<file path="config.mk">
export PLATFORM = sky130hd
export DESIGN_NAME = dram_cmd_seq
export DESIGN_NICKNAME = d
export VERILOG_FILES = /design/src/rtl/dcs_pkg.sv /design/src/rtl/dcs_slot_bank.sv /design/src/rtl/dcs_engine.sv /design/src/rtl/dcs_cs_decode.sv /design/src/rtl/dram_cmd_seq.sv
export SDC_FILE = /design/constraint.sdc
export NUM_CORES = 1
export LEC_CHECK = 0
export BUFFER_PORTS_ARGS = -buffer_cell sky130_fd_sc_hd__buf_2
export CORE_UTILIZATION = 45
export CTS_CLUSTER_DIAMETER = 30
export CTS_CLUSTER_SIZE = 20
export DETAILED_ROUTE_END_ITERATION = 7
export MAX_ROUTING_LAYER = met4
export PLACE_DENSITY = 0.73
export SYNTH_ARGS = -nofsm -noshare
export SYNTH_HDL_FRONTEND = slang
export SYNTH_HIERARCHICAL = 1
export SYNTH_SLANG_ARGS = --single-unit
</file>
<file path="constraint.sdc">
create_clock -name clk -period 8.9 [get_ports clk]
set_input_delay 1.78 -clock clk [delete_from_list [all_inputs] [get_ports clk]]
set_output_delay 1.78 -clock clk [all_outputs]
set_load 0.005 [all_outputs]
</file>
<file path="src/rtl/dcs_pkg.sv">
`timescale 1ns/1ps
package dcs_pkg;
   // field positions that software relies on
   localparam int ADDR_LSB  = 0;
   localparam int BANK_LSB  = 20;
   localparam int RANK_LSB  = 24;
   localparam int RAS_BIT   = 0;
   localparam int CAS_BIT   = 1;
   localparam int WE_BIT    = 2;
   localparam int WAIT_LSB  = 16;
   localparam int START_BIT = 0;
   localparam int CNT_FLD   = 16;   // count field holds (n-1)*4
   localparam int CNT_LSB   = CNT_FLD + 2;

   typedef enum logic [1:0] {
      ST_IDLE = 2'd0,
      ST_CMD  = 2'd1,
      ST_COOL = 2'd2
   } dcs_state_e;

   function automatic int unsigned cmd_base(input int unsigned n);
      return n;
   endfunction
   function automatic int unsigned wait_base(input int unsigned n);
      return 2 * n;
   endfunction
   function automatic int unsigned ctrl_index(input int unsigned n);
      return 3 * n;
   endfunction
endpackage

</file>
<file path="src/rtl/dcs_slot_bank.sv">
`timescale 1ns/1ps
module dcs_slot_bank
   import dcs_pkg::*;
#(
   parameter int NUM_SLOTS = 4,
   parameter int ADDR_W    = 16,
   parameter int BA_W      = 3,
   parameter int RANK_W    = 2,
   parameter int WAIT_W    = 16,
   parameter int REG_AW    = 4,
   localparam int IDX_W    = $clog2(NUM_SLOTS)
) (
   input  logic              clk,
   input  logic              rst_n,
   input  logic              wr_i,
   input  logic [REG_AW-1:0] wr_addr_i,
   input  logic [31:0]       wr_data_i,
   input  logic              lock_i,
   input  logic [IDX_W-1:0]  rd_idx_i,
   output logic [ADDR_W-1:0] rd_addr_o,
   output logic [BA_W-1:0]   rd_bank_o,
   output logic [RANK_W-1:0] rd_rank_o,
   output logic [2:0]        rd_cmd_o,
   output logic [WAIT_W-1:0] rd_wait_o
);
   logic [NUM_SLOTS-1:0][ADDR_W-1:0] addr_q;
   logic [NUM_SLOTS-1:0][BA_W-1:0]   bank_q;
   logic [NUM_SLOTS-1:0][RANK_W-1:0] rank_q;
   logic [NUM_SLOTS-1:0][2:0]        cmd_q;
   logic [NUM_SLOTS-1:0][WAIT_W-1:0] wait_q;

   logic wr_ok;
   assign wr_ok = wr_i && !lock_i;

   for (genvar s = 0; s < NUM_SLOTS; s++) begin : g_slot
      logic hit_a, hit_c, hit_w;
      assign hit_a = wr_ok && (wr_addr_i == REG_AW'(s));
      assign hit_c = wr_ok && (wr_addr_i == REG_AW'(cmd_base(NUM_SLOTS) + s));
      assign hit_w = wr_ok && (wr_addr_i == REG_AW'(wait_base(NUM_SLOTS) + s));

      always_ff @(posedge clk or negedge rst_n) begin
         if (!rst_n) begin
            addr_q[s] <= '0;
            bank_q[s] <= '0;
            rank_q[s] <= '0;
            cmd_q[s]  <= 3'b111;
            wait_q[s] <= '0;
         end else begin
            if (hit_a) begin
               addr_q[s] <= wr_data_i[ADDR_LSB +: ADDR_W];
               bank_q[s] <= wr_data_i[BANK_LSB +: BA_W];
               rank_q[s] <= wr_data_i[RANK_LSB +: RANK_W];
            end
            if (hit_c) begin
               cmd_q[s] <= {wr_data_i[WE_BIT], wr_data_i[CAS_BIT], wr_data_i[RAS_BIT]};
            end
            if (hit_w) begin
               wait_q[s] <= wr_data_i[WAIT_LSB +: WAIT_W];
            end
         end
      end
   end

   assign rd_addr_o = addr_q[rd_idx_i];
   assign rd_bank_o = bank_q[rd_idx_i];
   assign rd_rank_o = rank_q[rd_idx_i];
   assign rd_cmd_o  = cmd_q[rd_idx_i];
   assign rd_wait_o = wait_q[rd_idx_i];

   AST_LOCKED_HOLD: assert property (@(posedge clk) disable iff (!rst_n)
      lock_i |=> ($stable(addr_q) && $stable(bank_q) && $stable(rank_q)
                  && $stable(cmd_q) && $stable(wait_q)));
endmodule

</file>
<file path="src/rtl/dcs_engine.sv">
`timescale 1ns/1ps
module dcs_engine
   import dcs_pkg::*;
#(
   parameter int IDX_W  = 2,
   parameter int WAIT_W = 16
) (
   input  logic              clk,
   input  logic              rst_n,
   input  logic              start_i,
   input  logic [IDX_W-1:0]  last_i,
   input  logic [WAIT_W-1:0] wait_i,
   output logic              busy_o,
   output logic              fire_o,
   output logic              done_o,
   output logic [IDX_W-1:0]  idx_o
);
   dcs_state_e        state_q;
   logic [IDX_W-1:0]  idx_q, last_q;
   logic [WAIT_W-1:0] cnt_q;
   logic              done_q;
   logic              advance;

   assign advance = ((state_q == ST_CMD) && (wait_i == '0)) ||
                    ((state_q == ST_COOL) && (cnt_q == WAIT_W'(1)));

   always_ff @(posedge clk or negedge rst_n) begin
      if (!rst_n) begin
         state_q <= ST_IDLE;
         idx_q   <= '0;
         last_q  <= '0;
         cnt_q   <= '0;
         done_q  <= 1'b0;
      end else begin
         done_q <= 1'b0;
         if (advance) begin
            if (idx_q == last_q) begin
               state_q <= ST_IDLE;
               done_q  <= 1'b1;
            end else begin
               idx_q   <= idx_q + 1'b1;
               state_q <= ST_CMD;
            end
         end else begin
            unique case (state_q)
               ST_IDLE: if (start_i) begin
                  state_q <= ST_CMD;
                  idx_q   <= '0;
                  last_q  <= last_i;
               end
               ST_CMD: begin
                  cnt_q   <= wait_i;
                  state_q <= ST_COOL;
               end
               ST_COOL: cnt_q <= cnt_q - 1'b1;
               default: state_q <= ST_IDLE;
            endcase
         end
      end
   end

   assign busy_o = (state_q != ST_IDLE);
   assign fire_o = (state_q == ST_CMD);
   assign done_o = done_q;
   assign idx_o  = idx_q;

   AST_DONE_PULSE: assert property (@(posedge clk) disable iff (!rst_n)
      done_o |=> !done_o);
   AST_DONE_ENDS_BUSY: assert property (@(posedge clk) disable iff (!rst_n)
      done_o |-> (!busy_o && $past(busy_o)));
   AST_IDX_BOUND: assert property (@(posedge clk) disable iff (!rst_n)
      busy_o |-> (idx_q <= last_q));
   AST_START_IGNORED: assert property (@(posedge clk) disable iff (!rst_n)
      (busy_o && start_i) |=> $stable(last_q));
endmodule

</file>
<file path="src/rtl/dcs_cs_decode.sv">
`timescale 1ns/1ps
module dcs_cs_decode #(
   parameter int NUM_RANKS = 4,
   localparam int RANK_W   = $clog2(NUM_RANKS)
) (
   input  logic                 fire_i,
   input  logic [RANK_W-1:0]    rank_i,
   output logic [NUM_RANKS-1:0] cs_n_o
);
   for (genvar r = 0; r < NUM_RANKS; r++) begin : g_cs
      assign cs_n_o[r] = !(fire_i && (rank_i == RANK_W'(r)));
   end
endmodule

</file>
<file path="src/rtl/dram_cmd_seq.sv">
`timescale 1ns/1ps
module dram_cmd_seq
   import dcs_pkg::*;
#(
   parameter int NUM_SLOTS = 4,
   parameter int ADDR_W    = 16,
   parameter int BA_W      = 3,
   parameter int NUM_RANKS = 4,
   parameter int WAIT_W    = 16,
   localparam int IDX_W    = $clog2(NUM_SLOTS),
   localparam int RANK_W   = $clog2(NUM_RANKS),
   localparam int REG_AW   = $clog2(3 * NUM_SLOTS + 1)
) (
   input  logic                 clk,
   input  logic                 rst_n,
   input  logic                 wr_en,
   input  logic [REG_AW-1:0]    wr_addr,
   input  logic [31:0]          wr_data,
   output logic                 busy,
   output logic                 done,
   output logic                 cmd_ras_n,
   output logic                 cmd_cas_n,
   output logic                 cmd_we_n,
   output logic [BA_W-1:0]      cmd_bank,
   output logic [ADDR_W-1:0]    cmd_addr,
   output logic [NUM_RANKS-1:0] cmd_cs_n
);
   // elaboration-time parameter checks
   if (NUM_SLOTS != 2 && NUM_SLOTS != 4) begin : g_bad_slots
      $error("NUM_SLOTS must be 2 or 4");
   end
   if (ADDR_W < 1 || ADDR_W > 16) begin : g_bad_addr
      $error("ADDR_W must be 1..16");
   end
   if (BA_W < 1 || BA_W > 3) begin : g_bad_ba
      $error("BA_W must be 1..3");
   end
   if (NUM_RANKS != 2 && NUM_RANKS != 4) begin : g_bad_rank
      $error("NUM_RANKS must be 2 or 4");
   end
   if (WAIT_W < 1 || WAIT_W > 16) begin : g_bad_wait
      $error("WAIT_W must be 1..16");
   end

   logic              start, fire, lock;
   logic [IDX_W-1:0]  idx;
   logic [ADDR_W-1:0] s_addr;
   logic [BA_W-1:0]   s_bank;
   logic [RANK_W-1:0] s_rank;
   logic [2:0]        s_cmd;
   logic [WAIT_W-1:0] s_wait;
   logic              unused_data;

   assign unused_data = ^wr_data;
   assign start = wr_en && (wr_addr == REG_AW'(ctrl_index(NUM_SLOTS)))
                  && wr_data[START_BIT];

   dcs_slot_bank #(
      .NUM_SLOTS(NUM_SLOTS), .ADDR_W(ADDR_W), .BA_W(BA_W),
      .RANK_W(RANK_W), .WAIT_W(WAIT_W), .REG_AW(REG_AW)
   ) bank_i (
      .clk(clk), .rst_n(rst_n), .wr_i(wr_en), .wr_addr_i(wr_addr),
      .wr_data_i(wr_data), .lock_i(lock), .rd_idx_i(idx),
      .rd_addr_o(s_addr), .rd_bank_o(s_bank), .rd_rank_o(s_rank),
      .rd_cmd_o(s_cmd), .rd_wait_o(s_wait)
   );

   dcs_engine #(.IDX_W(IDX_W), .WAIT_W(WAIT_W)) eng_i (
      .clk(clk), .rst_n(rst_n), .start_i(start),
      .last_i(wr_data[CNT_LSB +: IDX_W]), .wait_i(s_wait),
      .busy_o(lock), .fire_o(fire), .done_o(done), .idx_o(idx)
   );

   dcs_cs_decode #(.NUM_RANKS(NUM_RANKS)) cs_i (
      .fire_i(fire), .rank_i(s_rank), .cs_n_o(cmd_cs_n)
   );

   assign busy      = lock;
   assign cmd_ras_n = fire ? s_cmd[0] : 1'b1;
   assign cmd_cas_n = fire ? s_cmd[1] : 1'b1;
   assign cmd_we_n  = fire ? s_cmd[2] : 1'b1;
   assign cmd_bank  = fire ? s_bank : '0;
   assign cmd_addr  = fire ? s_addr : '0;

   AST_CS_ONEHOT: assert property (@(posedge clk) disable iff (!rst_n)
      $onehot0(~cmd_cs_n));
   AST_IDLE_NOP: assert property (@(posedge clk) disable iff (!rst_n)
      !busy |-> (&cmd_cs_n && cmd_ras_n && cmd_cas_n && cmd_we_n));
endmodule

</file>
==> results.sh <==
export IMPL_run_status="finished, final reports clean"
export IMPL_postSynth_asyncResetShare_pct=100
export IMPL_power_leakage_nw=4.21
export IMPL_syn_avg_cell_area_sq_um=14.3
export IMPL_cts_inserted_buffers=17
export IMPL_worstHoldPathCells=1
export IMPL_synth_top_cell_area_share_pct=48.8
export IMPL_avgViaCountPerCell=5.81
export IMPL_finalCriticalPeriod_ns=4.74
export IMPL_final_design_area_excluding_fillers_sq_um=9800
export IMPL_p_comb_share_pct=36.5
export IMPL_multi_input_comb_area_sq_um=3940
export IMPL_post_route_drc_count=0
export IMPL_final_util_pct=51.9
export IMPL_globalplace_congestion=0.886
export IMPL_instances_no_fill=939
export IMPL_io_buffer_count=66
export IMPL_reg2reg_slack_ns=5.40
export IMPL_worst_ir_drop_vdd_uv=182
export IMPL_worst_path_max_fanout=24
export IMPL_count_of_vias_placed_by_the_detailed_router=5460
export IMPL_globalRouteTotalUtil_pct=20.9
export IMPL_holdCritPathClass="reg -> reg"
export IMPL_antenna_found_initial=0
export IMPL_hpwlAfterDp_um=12400
export IMPL_worstSkewPairLatency_ns=0.43
export IMPL_drt_pass1_iter_count=5
export IMPL_yosysTopAreaCell="sky130_fd_sc_hd__dfrtp_1"
export IMPL_p_total_mw=3.44
export IMPL_die_span_in_y_um=142
export IMPL_cts_root_to_sink_buffers=2
export IMPL_core_area_sq_um=18900
export IMPL_cp_slowest_stage_delay_ns=0.81
export IMPL_p_seq_share_pct=43.3
export IMPL_p_sw_mw=1.11
export IMPL_cts_hold_fix_buffers=0
export IMPL_route_met2_wl_um=9330
export IMPL_data_arrival_time_at_the_worst_slack_endpoint_ns=2.96
export IMPL_place_worst_setup_slack_ns=4.52
export IMPL_routedLengthMet1_um=8320
export IMPL_final_seq_area_sq_um=4600
export IMPL_crit_type="reg -> out"
export IMPL_tightestPinTransition_ns=1.20
export IMPL_worst_slack_ns=4.16
export IMPL_worst_clock_skew_ns=0.00994
export IMPL_netSwitchingFraction_pct=32.4
export IMPL_relative_contribution_of_the_clock_network_to_total_power_pct=20.2
export IMPL_ys_warn_count=6
export IMPL_post_cts_resized_instances=0
export IMPL_post_synth_num_cell_types=60
export IMPL_power_density_nw_per_um2=351
export IMPL_start_kind="register"
export IMPL_clk_pin_slew_worst_paths_ns=0.06
export IMPL_synth_seq_area_share_pct=52.4
export IMPL_critical_path_cell_chain="buf_4 > mux4_2 > or3b_1 > buf_2"
export IMPL_worst_r2r_dst="eng_i/cnt_q[2]$_DFFE_PN0P_"
export IMPL_cp_top_family="flip-flops"
export IMPL_fill_cells=1587
export IMPL_rows=50
export IMPL_htree_levels=4
export IMPL_nets=711
export IMPL_yosys_cell_count_top_type="sky130_fd_sc_hd__dfrtp_1"
export IMPL_synth_edf_count=0
export IMPL_grt_first_pass_wirelength_um=31300
export IMPL_met3_length_um=948
export IMPL_clockRootBuffer="sky130_fd_sc_hd__clkbuf_16"
export IMPL_insertedDiodeCount=0
export IMPL_critical_path_slowest_cell="sky130_fd_sc_hd__dfrtp_2"
export IMPL_place_detailed_instances=907
export IMPL_die_w_um=142
export IMPL_max_cap_viol_count=0
export IMPL_wirelength_um=18800
export IMPL_synthCells=612
export IMPL_max_slew_margin_rel_pct=20.1
export IMPL_critical_path_required_ns=7.12
export IMPL_synth_top_cells_by_area="sky130_fd_sc_hd__dfrtp_1 49%, sky130_fd_sc_hd__mux2_2 20%, sky130_fd_sc_hd__mux4_2 10%, sky130_fd_sc_hd__dfstp_2 3.6%, sky130_fd_sc_hd__mux2_4 1.7%"
export IMPL_rsz0062_at_grt="false"
export IMPL_placedInstanceArea_sq_um=9260
export IMPL_period_share_pct=53.3
export IMPL_design_die_area_sq_um=20000
export IMPL_rr_worst_depth=8
export IMPL_timing_critical_path_from="eng_i/idx_o[0]$_DFFE_PN0P_"
export IMPL_synth_flop_cell="sky130_fd_sc_hd__dfrtp_1"
export IMPL_global_route_overflow_total=0
export IMPL_final_max_slew_violation_count=0
export IMPL_synthesis_area_sq_um=8760
export IMPL_cts_repair_timing_setup_buffer_count=0
export IMPL_final_hold_viol_count=0
export IMPL_grt_max_degree=118
export IMPL_hold_slack_ns=0.502
export IMPL_drt_wirelength_per_cell_um=20.0
export IMPL_yosys_register_bits=183
export IMPL_tritoncts="built"
export IMPL_synth_nets=657
export IMPL_initial_utilization_pct=46.4
export IMPL_r2r_start="eng_i/idx_o[1]$_DFFE_PN0P_"
export IMPL_worst_path_buf_inv=2
export IMPL_drive_gt1_share_pct=48.6
export IMPL_final_setup_viol_count=0
export IMPL_drt_iter0_markers=323
export IMPL_top_signal_layer_used="met4"
export IMPL_cell_internal_pwr_mw=2.33
export IMPL_timing_critical_path_depth=4
export IMPL_clock_fmax_mhz=211
export IMPL_ioPinCount=67
export IMPL_layout_area_overhead_vs_synth_pct=11.9
export IMPL_grt_pass1_vias=5928
export IMPL_cp_endpoint="cmd_cs_n[0]"
export IMPL_numClockSinks=183
export IMPL_cp_end_kind="output pin"
export IMPL_synth_top_cells_by_count="171 x sky130_fd_sc_hd__dfrtp_1, 152 x sky130_fd_sc_hd__mux2_2, 40 x sky130_fd_sc_hd__mux4_2"
export IMPL_tns_ns=0
export IMPL_ant_nets=0
-- worst min-delay path by stage --
stage | startpoint | endpoint | slack (ns)
2_1_floorplan | bank_i/wait_q[32]$_DFFE_PN0P_ | bank_i/wait_q[32]$_DFFE_PN0P_ | 0.47
3_3_place_gp | bank_i/addr_q[33]$_DFFE_PN0P_ | bank_i/addr_q[33]$_DFFE_PN0P_ | 0.48
3_5_place_dp | bank_i/addr_q[32]$_DFFE_PN0P_ | bank_i/addr_q[32]$_DFFE_PN0P_ | 0.49
4_1_cts | bank_i/wait_q[32]$_DFFE_PN0P_ | bank_i/wait_q[32]$_DFFE_PN0P_ | 0.50
5_1_grt | bank_i/wait_q[29]$_DFFE_PN0P_ | bank_i/wait_q[29]$_DFFE_PN0P_ | 0.51
6_report | bank_i/wait_q[32]$_DFFE_PN0P_ | bank_i/wait_q[32]$_DFFE_PN0P_ | 0.50
-- flip-flops by register name, indices dropped and copies added, names as in the netlist --
signal,flops
bank_i/addr_q,64
bank_i/bank_q,12
bank_i/cmd_q,12
bank_i/rank_q,8
bank_i/wait_q,64
eng_i/cnt_q,16
eng_i/done_o,1
eng_i/idx_o,2
eng_i/last_q,2
eng_i/state_q,2
-- metal layers --
| layer | vias up | global-route usage, % |
|---|---|---|
| met5 | - | - |
| met4 | 0 | 5.09 |
| met3 | 18 | 3.91 |
| met2 | 179 | 33.6 |
| met1 | 2869 | 27.4 |
| li1 | 2394 | - |
-- area by class of cell --
class | count | share of cell area (%)
sequential | 183 | 46.9
clock inverter | 10 | 0.689
clock buffer | 22 | 4.84
tap | 260 | 3.32
multi-input combinational | 385 | 40.1
inverter | 8 | 0.306
timing repair buffer | 71 | 3.82
-- power by group through the flow --
stage,registers [mW],clock network [mW],logic [mW]
6_report,1.49,0.695,1.26
5_1_grt,1.54,0.743,1.37
4_1_cts,1.49,0.705,1.26
3_5_place_dp,1.50,0,1.26
3_3_place_gp,1.45,0,1.20
2_1_floorplan,1.40,0,1.01
-- cell usage in the layout, fill, tap and decap left out, types with 12 or more instances in the layout --
master / n
sky130_fd_sc_hd__buf_2: 65
sky130_fd_sc_hd__nand2_1: 16
sky130_fd_sc_hd__nor3_1: 14
sky130_fd_sc_hd__dfrtp_1: 169
sky130_fd_sc_hd__mux2_2: 152
sky130_fd_sc_hd__dfstp_2: 12
sky130_fd_sc_hd__clkbuf_16: 17
sky130_fd_sc_hd__o21ai_0: 30
sky130_fd_sc_hd__mux4_2: 40
sky130_fd_sc_hd__and2_1: 19
-- kinds of logic after synthesis --
logic type               synth area share [%]
multiplexers                             32.0
buffers and inverters                    2.67
AO/OA/AOI/OAI                            4.70
flip-flops                               52.4
XOR/XNOR                                0.200
adder cells (fa/ha/maj)                 0.857
AND/OR/NAND/NOR                          7.17
-- worst reg2reg max path, cell delays in order, from the launching register on --
cell	delay (ns)
sky130_fd_sc_hd__dfrtp_2	0.50
sky130_fd_sc_hd__buf_4	0.55
sky130_fd_sc_hd__mux4_2	0.47
sky130_fd_sc_hd__nor4b_1	0.39
sky130_fd_sc_hd__nand4_1	0.17
sky130_fd_sc_hd__o22ai_1	0.48
sky130_fd_sc_hd__buf_4	0.33
sky130_fd_sc_hd__or2_2	0.33
sky130_fd_sc_hd__o21ai_0	0.15
(Power assumes the default switching activity.)
